## src/rtl/idle_res_pkg.sv

```systemverilog
package idle_res_pkg;
  localparam int CSW = 3;
  localparam logic [2:0] CS_C0  = 3'd0;
  localparam logic [2:0] CS_C1  = 3'd1;
  localparam logic [2:0] CS_C1E = 3'd2;
  localparam logic [2:0] CS_C3  = 3'd3;
  localparam logic [2:0] CS_C6  = 3'd4;

  localparam logic [1:0] SRC_HINT  = 2'd0;
  localparam logic [1:0] SRC_HALT  = 2'd1;
  localparam logic [1:0] SRC_PORT2 = 2'd2;
  localparam logic [1:0] SRC_PORT3 = 2'd3;

  function automatic logic is_deep(input logic [2:0] s);
    return (s == CS_C3) || (s == CS_C6);
  endfunction
endpackage

```

## src/rtl/idle_thread_slot.sv

```systemverilog
module idle_thread_slot
  import idle_res_pkg::*;
(
  input  logic       clk,
  input  logic       rst_n,
  input  logic       c1e_en,
  input  logic       req_vld,
  input  logic [1:0] req_src,
  input  logic [2:0] req_hint,
  input  logic       wake,
  output logic [2:0] state
);
  logic       dec_ok;
  logic [2:0] dec_st;

  // Translate the request source into a state code
  always_comb begin
    dec_ok = 1'b1;
    dec_st = CS_C0;
    case (req_src)
      SRC_HINT: begin
        if (req_hint > CS_C6)                     dec_ok = 1'b0;
        else if (req_hint == CS_C1E && !c1e_en)   dec_st = CS_C1;
        else                                      dec_st = req_hint;
      end
      SRC_HALT:  dec_st = c1e_en ? CS_C1E : CS_C1;
      SRC_PORT2: dec_st = CS_C3;
      default:   dec_st = CS_C6;
    endcase
  end

  always_ff @(posedge clk) begin
    if (!rst_n)                state <= CS_C0;
    else if (wake)             state <= CS_C0;
    else if (req_vld && dec_ok) state <= dec_st;
  end

  a_r10_wake_clears: assert property (@(posedge clk) disable iff (!rst_n)
    wake |=> state == CS_C0);
  a_r4_bad_hint_ignored: assert property (@(posedge clk) disable iff (!rst_n)
    (req_vld && req_src == SRC_HINT && req_hint > CS_C6 && !wake) |=> $stable(state));
  a_r3_port3_c6: assert property (@(posedge clk) disable iff (!rst_n)
    (req_vld && req_src == SRC_PORT3 && !wake) |=> state == CS_C6);
endmodule

```

## src/rtl/idle_min_reduce.sv

```systemverilog
module idle_min_reduce #(
  parameter int N = 2
) (
  input  logic [3*N-1:0] states,
  output logic [2:0]     min_state
);
  logic [2:0] stage [N];

  // Linear compare chain: stage[i] is the minimum of entries 0..i
  assign stage[0] = states[2:0];
  for (genvar i = 1; i < N; i++) begin : g_chain
    assign stage[i] = (states[3*i +: 3] < stage[i-1]) ? states[3*i +: 3] : stage[i-1];
  end
  assign min_state = stage[N-1];
endmodule

```

## src/rtl/idle_pkg_ctrl.sv

```systemverilog
module idle_pkg_ctrl
  import idle_res_pkg::*;
(
  input  logic       clk,
  input  logic       rst_n,
  input  logic [2:0] target,
  input  logic       wake_any,
  input  logic       plat_grant,
  output logic [2:0] pkg_state,
  output logic       plat_req
);
  logic tgt_deep;
  assign tgt_deep = is_deep(target);

  always_ff @(posedge clk) begin
    if (!rst_n) begin
      pkg_state <= CS_C0;
      plat_req  <= 1'b0;
    end else if (wake_any || !tgt_deep) begin
      pkg_state <= CS_C0;
      plat_req  <= 1'b0;
    end else if (pkg_state == target) begin
      plat_req  <= 1'b0;
    end else if (plat_req && plat_grant) begin
      pkg_state <= target;
      plat_req  <= 1'b0;
    end else begin
      pkg_state <= CS_C0;
      plat_req  <= 1'b1;
    end
  end

  a_r8_entry_needs_grant: assert property (@(posedge clk) disable iff (!rst_n)
    (!$stable(pkg_state) && pkg_state != CS_C0) |-> $past(plat_req && plat_grant));
  a_r10_wake_pkg_c0: assert property (@(posedge clk) disable iff (!rst_n)
    wake_any |=> (pkg_state == CS_C0 && !plat_req));
  a_r7_req_held: assert property (@(posedge clk) disable iff (!rst_n)
    (plat_req && !plat_grant && tgt_deep && !wake_any) |=> plat_req);
  a_r6_shallow_c0: assert property (@(posedge clk) disable iff (!rst_n)
    (!tgt_deep) |=> (pkg_state == CS_C0 && !plat_req));
endmodule

```

## src/rtl/idle_resolve_top.sv

```systemverilog
module idle_resolve_top
  import idle_res_pkg::*;
#(
  parameter int NUM_CORES        = 4,
  parameter int THREADS_PER_CORE = 2,
  localparam int NT              = NUM_CORES * THREADS_PER_CORE
) (
  input  logic                   clk,
  input  logic                   rst_n,
  input  logic                   c1e_en,
  input  logic [NT-1:0]          thr_req_vld,
  input  logic [2*NT-1:0]        thr_req_src,
  input  logic [3*NT-1:0]        thr_req_hint,
  input  logic [NT-1:0]          thr_wake,
  input  logic                   plat_grant,
  output logic [3*NUM_CORES-1:0] core_state,
  output logic [2:0]             pkg_state,
  output logic                   plat_req
);
  logic [3*NT-1:0] thr_st;
  logic [2:0]      pkg_target;
  logic            wake_any;

  assign wake_any = |thr_wake;

  for (genvar t = 0; t < NT; t++) begin : g_thr
    idle_thread_slot u_slot (
      .clk      (clk),
      .rst_n    (rst_n),
      .c1e_en   (c1e_en),
      .req_vld  (thr_req_vld[t]),
      .req_src  (thr_req_src[2*t +: 2]),
      .req_hint (thr_req_hint[3*t +: 3]),
      .wake     (thr_wake[t]),
      .state    (thr_st[3*t +: 3])
    );
  end

  for (genvar c = 0; c < NUM_CORES; c++) begin : g_core
    idle_min_reduce #(.N(THREADS_PER_CORE)) u_core_min (
      .states    (thr_st[3*THREADS_PER_CORE*c +: 3*THREADS_PER_CORE]),
      .min_state (core_state[3*c +: 3])
    );
    for (genvar k = 0; k < THREADS_PER_CORE; k++) begin : g_chk
      a_r5_core_not_deeper: assert property (@(posedge clk) disable iff (!rst_n)
        core_state[3*c +: 3] <= thr_st[3*(c*THREADS_PER_CORE+k) +: 3]);
    end
  end

  idle_min_reduce #(.N(NUM_CORES)) u_pkg_min (
    .states    (core_state),
    .min_state (pkg_target)
  );

  idle_pkg_ctrl u_ctrl (
    .clk        (clk),
    .rst_n      (rst_n),
    .target     (pkg_target),
    .wake_any   (wake_any),
    .plat_grant (plat_grant),
    .pkg_state  (pkg_state),
    .plat_req   (plat_req)
  );
endmodule

```

## config.mk

```make
export PLATFORM = sky130hd
export DESIGN_NAME = idle_resolve_top
export DESIGN_NICKNAME = d
export VERILOG_FILES = /design/src/rtl/idle_res_pkg.sv /design/src/rtl/idle_thread_slot.sv /design/src/rtl/idle_min_reduce.sv /design/src/rtl/idle_pkg_ctrl.sv /design/src/rtl/idle_resolve_top.sv
export SDC_FILE = /design/constraint.sdc
export NUM_CORES = 1
export LEC_CHECK = 0
export ABC_CLOCK_PERIOD_IN_PS = 9200
export BUFFER_PORTS_ARGS = -buffer_cell sky130_fd_sc_hd__clkbuf_2
export CORE_AREA = 2 2 91 75
export DETAILED_ROUTE_END_ITERATION = 6
export DIE_AREA = 0 0 93 77
export PLACE_DENSITY_LB_ADDON = 0.12
export SYNTH_ARGS = -nofsm -noshare
export SYNTH_HDL_FRONTEND = slang
export SYNTH_SLANG_ARGS = --single-unit
```

## constraint.sdc

```tcl
create_clock -name clk -period 9.2 [get_ports clk]
set_input_delay 1.84 -clock clk [delete_from_list [all_inputs] [get_ports clk]]
set_output_delay 1.84 -clock clk [all_outputs]
set_load 0.1 [all_outputs]
```

# Word level (Yosys, flattened, before mapping)
# Cells that the tools add are included.
# classes
n_mux	50
n_reduce_logical	40
magnitude_cmp	15
n_eq_ne	27
bitwise_logic	1
# op_table
cell	count
$mux 3	24
$pmux 3 s3	8
$eq 3x2->1 const B	9
$gt 3x3->1 const B	8
$lt 3x3->1	7
$reduce_or 2->1	9
$logic_and 1x1->1	17
$mux 1	17
$eq 2x1->1 const B	8
$eq 2x2->1 const B	8
$logic_not 2->1	8
$reduce_or 8->1	1
$eq 3x3->1	1
$eq 3x3->1 const B	1
$reduce_or 3->1	1
$logic_not 1->1	2
$logic_or 1x1->1	2
$mux 2	1
$not 1->1	1
# word_totals
regBits	28

# Logic depth before layout (Yosys ltp)
# logic_depth
ltp_word	13
depth_mapped	26
mapped_depth_nobuf	26

# Modules after synthesis
# A second synthesis with hierarchy kept.
# unflattened
cells_unflattened	346
hier_area_um2	2807.7
# by_module_without_submodules
mod	seq_area_each_um2	cells_each	area_each_um2	instances
idle_thread_slot	60.1	28	232.7	8
idle_min_reduce (g_core[0].u_core_min ...)	0.0	12	91.3	4
idle_min_reduce (u_pkg_min)	0.0	51	359.1	1
idle_pkg_ctrl	80.1	20	205.2	1
idle_resolve_top	0.0	3	16.3	1

# Least setup slack after synthesis
# OpenSTA, ideal clock, no wires.
# synth_path
kind	register to register
start	reg g_thr[2].u_slot.state[1]
end	reg u_ctrl.plat_req
slack_ns	4.434
arrival_ns	4.693
n_path_buf	0
path_stages_with_launch	27
required_ns	9.127
path_cell_list	dfxtp_1 -> inv_1 -> ha_1 -> a21o_1 -> a21oi_1 -> mux2i_1 -> inv_1 -> ha_1 -> o311ai_2 -> a21bo_4 -> nand2_1 -> ha_1 -> nor2_1 -> nor2_1 -> nor2_1 -> inv_1 -> a21boi_1 -> a41oi_4 -> ha_1 -> nor2_1 -> nor2_1 -> nor2_1 -> o32ai_1 -> a21oi_1 -> nor3b_1 -> o211ai_1 -> mux2i_1
# synth_via
elab_chain_len	13
# synth_rtl
item	line_no	rtl
from (decl)	idle_thread_slot.sv:11	output logic [2:0] state
from (signal assigned)	idle_thread_slot.sv:35	else if (req_vld && dec_ok) state <= dec_st;
$lt 3x3->1	idle_min_reduce.sv:12	assign stage[i] = (states[3*i +: 3] < stage[i-1]) ? states[3*i +: 3] : stage[i-1];
$mux 3 (*)	idle_min_reduce.sv:12	
via core_state[4]	idle_resolve_top.sv:16	output logic [3*NUM_CORES-1:0] core_state,
$lt 3x3->1	idle_min_reduce.sv:12	
$mux 3 (*)	idle_min_reduce.sv:12	
$lt 3x3->1	idle_min_reduce.sv:12	
$mux 3 (*)	idle_min_reduce.sv:12	
$lt 3x3->1	idle_min_reduce.sv:12	
$mux 3 (*)	idle_min_reduce.sv:12	
$eq 3x2->1 or $eq 3x3->1 (tied branches)	idle_res_pkg.sv:15	return (s == CS_C3) || (s == CS_C6);
$logic_or 1x1->1	idle_res_pkg.sv:15	
$logic_not 1->1	idle_pkg_ctrl.sv:19	end else if (wake_any || !tgt_deep) begin
$logic_or 1x1->1	idle_pkg_ctrl.sv:19	
$reduce_or 3->1 (no line) (*)	n/a	
to (signal assigned)	idle_pkg_ctrl.sv:18	plat_req <= 1'b0;
to (signal assigned)	idle_pkg_ctrl.sv:21	plat_req <= 1'b0;
to (signal assigned)	idle_pkg_ctrl.sv:23	plat_req <= 1'b0;
to (decl)	idle_pkg_ctrl.sv:10	output logic plat_req
# Mark *: on every way through the listed nets, which the timed path passes. The rest lies on a longest branch.
# A chain may end at the register's enable or synchronous reset.

# Worst setup path in the final report
# layout_path
start	reg g_thr[2].u_slot.state[1]
end	reg u_ctrl.plat_req
# layout_via
elab_chain_len	13
# layout_rtl
item	line_no
$lt 3x3->1	idle_min_reduce.sv:12
$mux 3 (*)	idle_min_reduce.sv:12
$lt 3x3->1	idle_min_reduce.sv:12
$mux 3 (*)	idle_min_reduce.sv:12
$lt 3x3->1	idle_min_reduce.sv:12
$mux 3 (*)	idle_min_reduce.sv:12
$lt 3x3->1	idle_min_reduce.sv:12
$mux 3 (*)	idle_min_reduce.sv:12
$eq 3x2->1 or $eq 3x3->1 (tied branches)	idle_res_pkg.sv:15
$logic_or 1x1->1	idle_res_pkg.sv:15
$logic_not 1->1	idle_pkg_ctrl.sv:19
$logic_or 1x1->1	idle_pkg_ctrl.sv:19
$reduce_or 3->1 (no line) (*)	n/a
# Mark *: on every way between the ends. The rest lies on a longest branch, timed or not.

==> impl_metrics.tcl <==
set metrics [dict create \
    vdd.ir_drop.worst_v 0.0000693 \
    clk_latency_ps 280 \
    synth-seq-cells 28 \
    synth-main-ff-cell "dfxtp_1" \
    ys_warn_count 0 \
    setup_violations 0 \
    io_pins 76 \
    cts-root-buf "clkbuf_8" \
    muxShareOfSynthArea_pct 2.83 \
    synth_top_family_by_area "compound AO/OA/AOI/OAI gates" \
    worst_setup_path_start_kind "flop" \
    postRouteAntennaNets 0 \
    synthSimpleGateAreaFrac_pct 18.0 \
    grt_overflow 0 \
    holdWs_ps 484 \
    die_x_um 93 \
    grt_max_degree 16 \
    post_cts_resized 0 \
    vias 2639 \
    p_sw_uw 108 \
    htree_levels 1 \
    final_max_slew_viol_count 0 \
    avgViaCountPerCell 5.13 \
    max_cap_violations 0 \
    clock_skew_ps 5.77 \
    netlist_area_um2 2740 \
    synth_compound_area_share_pct 28.5 \
    cts_hold_buf 0 \
    fin_util_pct 52.4 \
    place.detailed.hpwl_um 5370 \
    grt_pass1_wl_um 10800 \
    power_frac_comb_pct 34.2 \
    cts_setup_buffers 0 \
    use_met1_pct 23.0 \
    crit_type "reg2reg" \
    design_area_um2 3270 \
    initial_core_util_pct 43.9 \
    drt_iter0_markers 107 \
    wl_um 6300 \
    drc 0 \
    path_max_fanout 3 \
    yosysUniqueCellTypes 45 \
    synth_enable_flop_cells 0 \
    power-per-cell-area_nw_per_um2 96.1 \
    fin_crit_sh_pct 49.8 \
    synthCells 352 \
    required_ps 9410 \
    cts_max_path_buffers 2 \
    dieArea_um2 7160 \
    status "completed" \
    hold_class "reg2reg" \
    clk_pin_slew_ps 100 \
    synth_nets 465 \
    layout-drive-gt1-share_pct 22.8 \
    p_leak_uw 0.00155 \
    relSlewSlack_pct 63.1 \
    power_frac_clock_pct 25.3 \
    cts.sinks 28 \
    antenna_found_initial 0 \
    synth_area_leaders "ha_1 24%, dfxtp_1 20%, a21oi_1 8.6%, inv_1 5.3%, nor2_1 4.8%" \
    row_count 26 \
    die_h_um 77 \
    synth_commonest_cells "53 x ha_1, 47 x a21oi_1, 39 x inv_1" \
    p_total_uw 315 \
    ys_seq_area_share_pct 20.4 \
    gr-usage-met2_pct 32.1 \
    cts_tree "yes" \
    placed_cell_area_um2 3220 \
    grt_use_total_pct 18.0 \
    synth_xor_xnor_area_share_pct 0.319 \
    area_growth_syn_to_layout_pct 19.4 \
    fmax_mhz 218 \
    core_um2 6250 \
    grt_pass1_vias 2494 \
    swShare_pct 34.5 \
    avgSynthCellArea_um2 7.79 \
    port_buffers 75 \
    grt_use_met3_pct 3.44 \
    hold_viol_final 0 \
    place.gp.congestion 0.793 \
    cp.arrival_ps 4800 \
    post_drt_wl_per_cell_um 12.2 \
    grt-busiest-layer "met2" \
    power_frac_seq_pct 40.5 \
    rsz0062_at_grt "false" \
    fin_crit_ps 4580 \
    p_int_uw 206 \
    antenna_cells 0 \
    first_pass_iters 4 \
    tightestPinTransition_ps 556 \
    worstSetupEndpointType "flop" \
    synth_largest_area_cell "ha_1" \
    layout.nets 544 \
    synth.most_common_cell "ha_1" \
    tns_ps 0 \
    synthArstFlopShare_pct 0 \
    synthAdderAreaFrac_pct 24.2 \
    synth_top_area_share_pct 24.2 \
    cts_buffers 3 \
]
-- cell usage in the layout, fill, tap and decap left out, types with 7 or more instances in the layout --
master and instances:
a211oi_1 7, a21oi_1 47, clkbuf_2 75, dfxtp_1 28, ha_1 53, inv_1 39
nand2_1 20, nand2b_1 13, nand3_1 7, nor2_1 35, nor2b_1 8, nor3_1 12
o211ai_1 9, o21ai_0 20
-- cells by family (layout without fill, tap and decap cells) --
group	count (synthesis)	in the layout
buffers and inverters	42	120
multiplexers	6	6
XOR/XNOR	1	1
adder cells (fa/ha/maj)	53	53
flip-flops	28	28
AO/OA/AOI/OAI	119	119
AND/OR/NAND/NOR	103	103
-- state kept, by name, summed over array words and instances (netlist names) --
signal	count
u_ctrl.pkg_state	3
g_thr.u_slot.state	24
u_ctrl.plat_req	1
-- final cells by class --
class / count / area [um^2]
sequential: 28 / 561
tap: 84 / 105
timing repair buffer: 75 / 375
clock buffer: 4 / 55.1
multi-input combinational: 282 / 2020
fill: 655 / 2970
inverter: 41 / 154
-- path summary, 6_finish.rpt --
check / startpoint / depth (start not counted) / endpoint / slack [ps]
setup reg to reg: g_thr[2].u_slot.state[1] / 26 / u_ctrl.plat_req / 4620
setup / recovery: g_thr[2].u_slot.state[1] / 26 / u_ctrl.plat_req / 4620
hold / removal: g_thr[6].u_slot.state[1] / 2 / g_thr[6].u_slot.state[1] / 480
hold reg to reg: g_thr[6].u_slot.state[1] / 2 / g_thr[6].u_slot.state[1] / 480
-- per-stage QoR --
step / setup WS, ps / std cells
2_1_floorplan: 4430 / 352
3_3_place_gp: 4810 / 510
3_5_place_dp: 4670 / 510
4_1_cts: 4650 / 514
5_1_grt: 4160 / 514
6_report: 4620 / 514
-- worst max-delay path, stage by stage, from the launching register on --
cell	delay [ps]
dfxtp_1	360
inv_1	50
ha_1	300
a21o_1	160
a21oi_1	180
mux2i_1	260
inv_1	80
ha_1	220
a21oi_1	230
nand3_1	210
nand2_1	110
ha_1	220
nor2_1	90
nor2_1	50
nor2_1	110
inv_1	110
a21boi_1	230
a41oi_4	70
ha_1	290
nor2_1	90
nor2_1	40
nor2_1	190
o32ai_1	110
a21oi_1	160
nor3b_1	310
o211ai_1	130
mux2i_1	150
-- metal layers --
layer	share of wire, %	wire [um]
met5	0	0
met4	0.81	51
met3	4.5	281
met2	48	3000
met1	47	2970
-- power groups by stage --
| stage | combinational [uW] | clock, uW | sequential, uW |
|---|---|---|---|
| 5_1_grt | 121 | 88.4 | 128 |
| 6_report | 108 | 79.6 | 127 |
| 4_1_cts | 108 | 81.2 | 127 |
| 3_3_place_gp | 106 | 0 | 130 |
| 2_1_floorplan | 75.3 | 0 | 129 |
| 3_5_place_dp | 108 | 0 | 130 |
No activity file was read; power rests on OpenSTA's default activity.
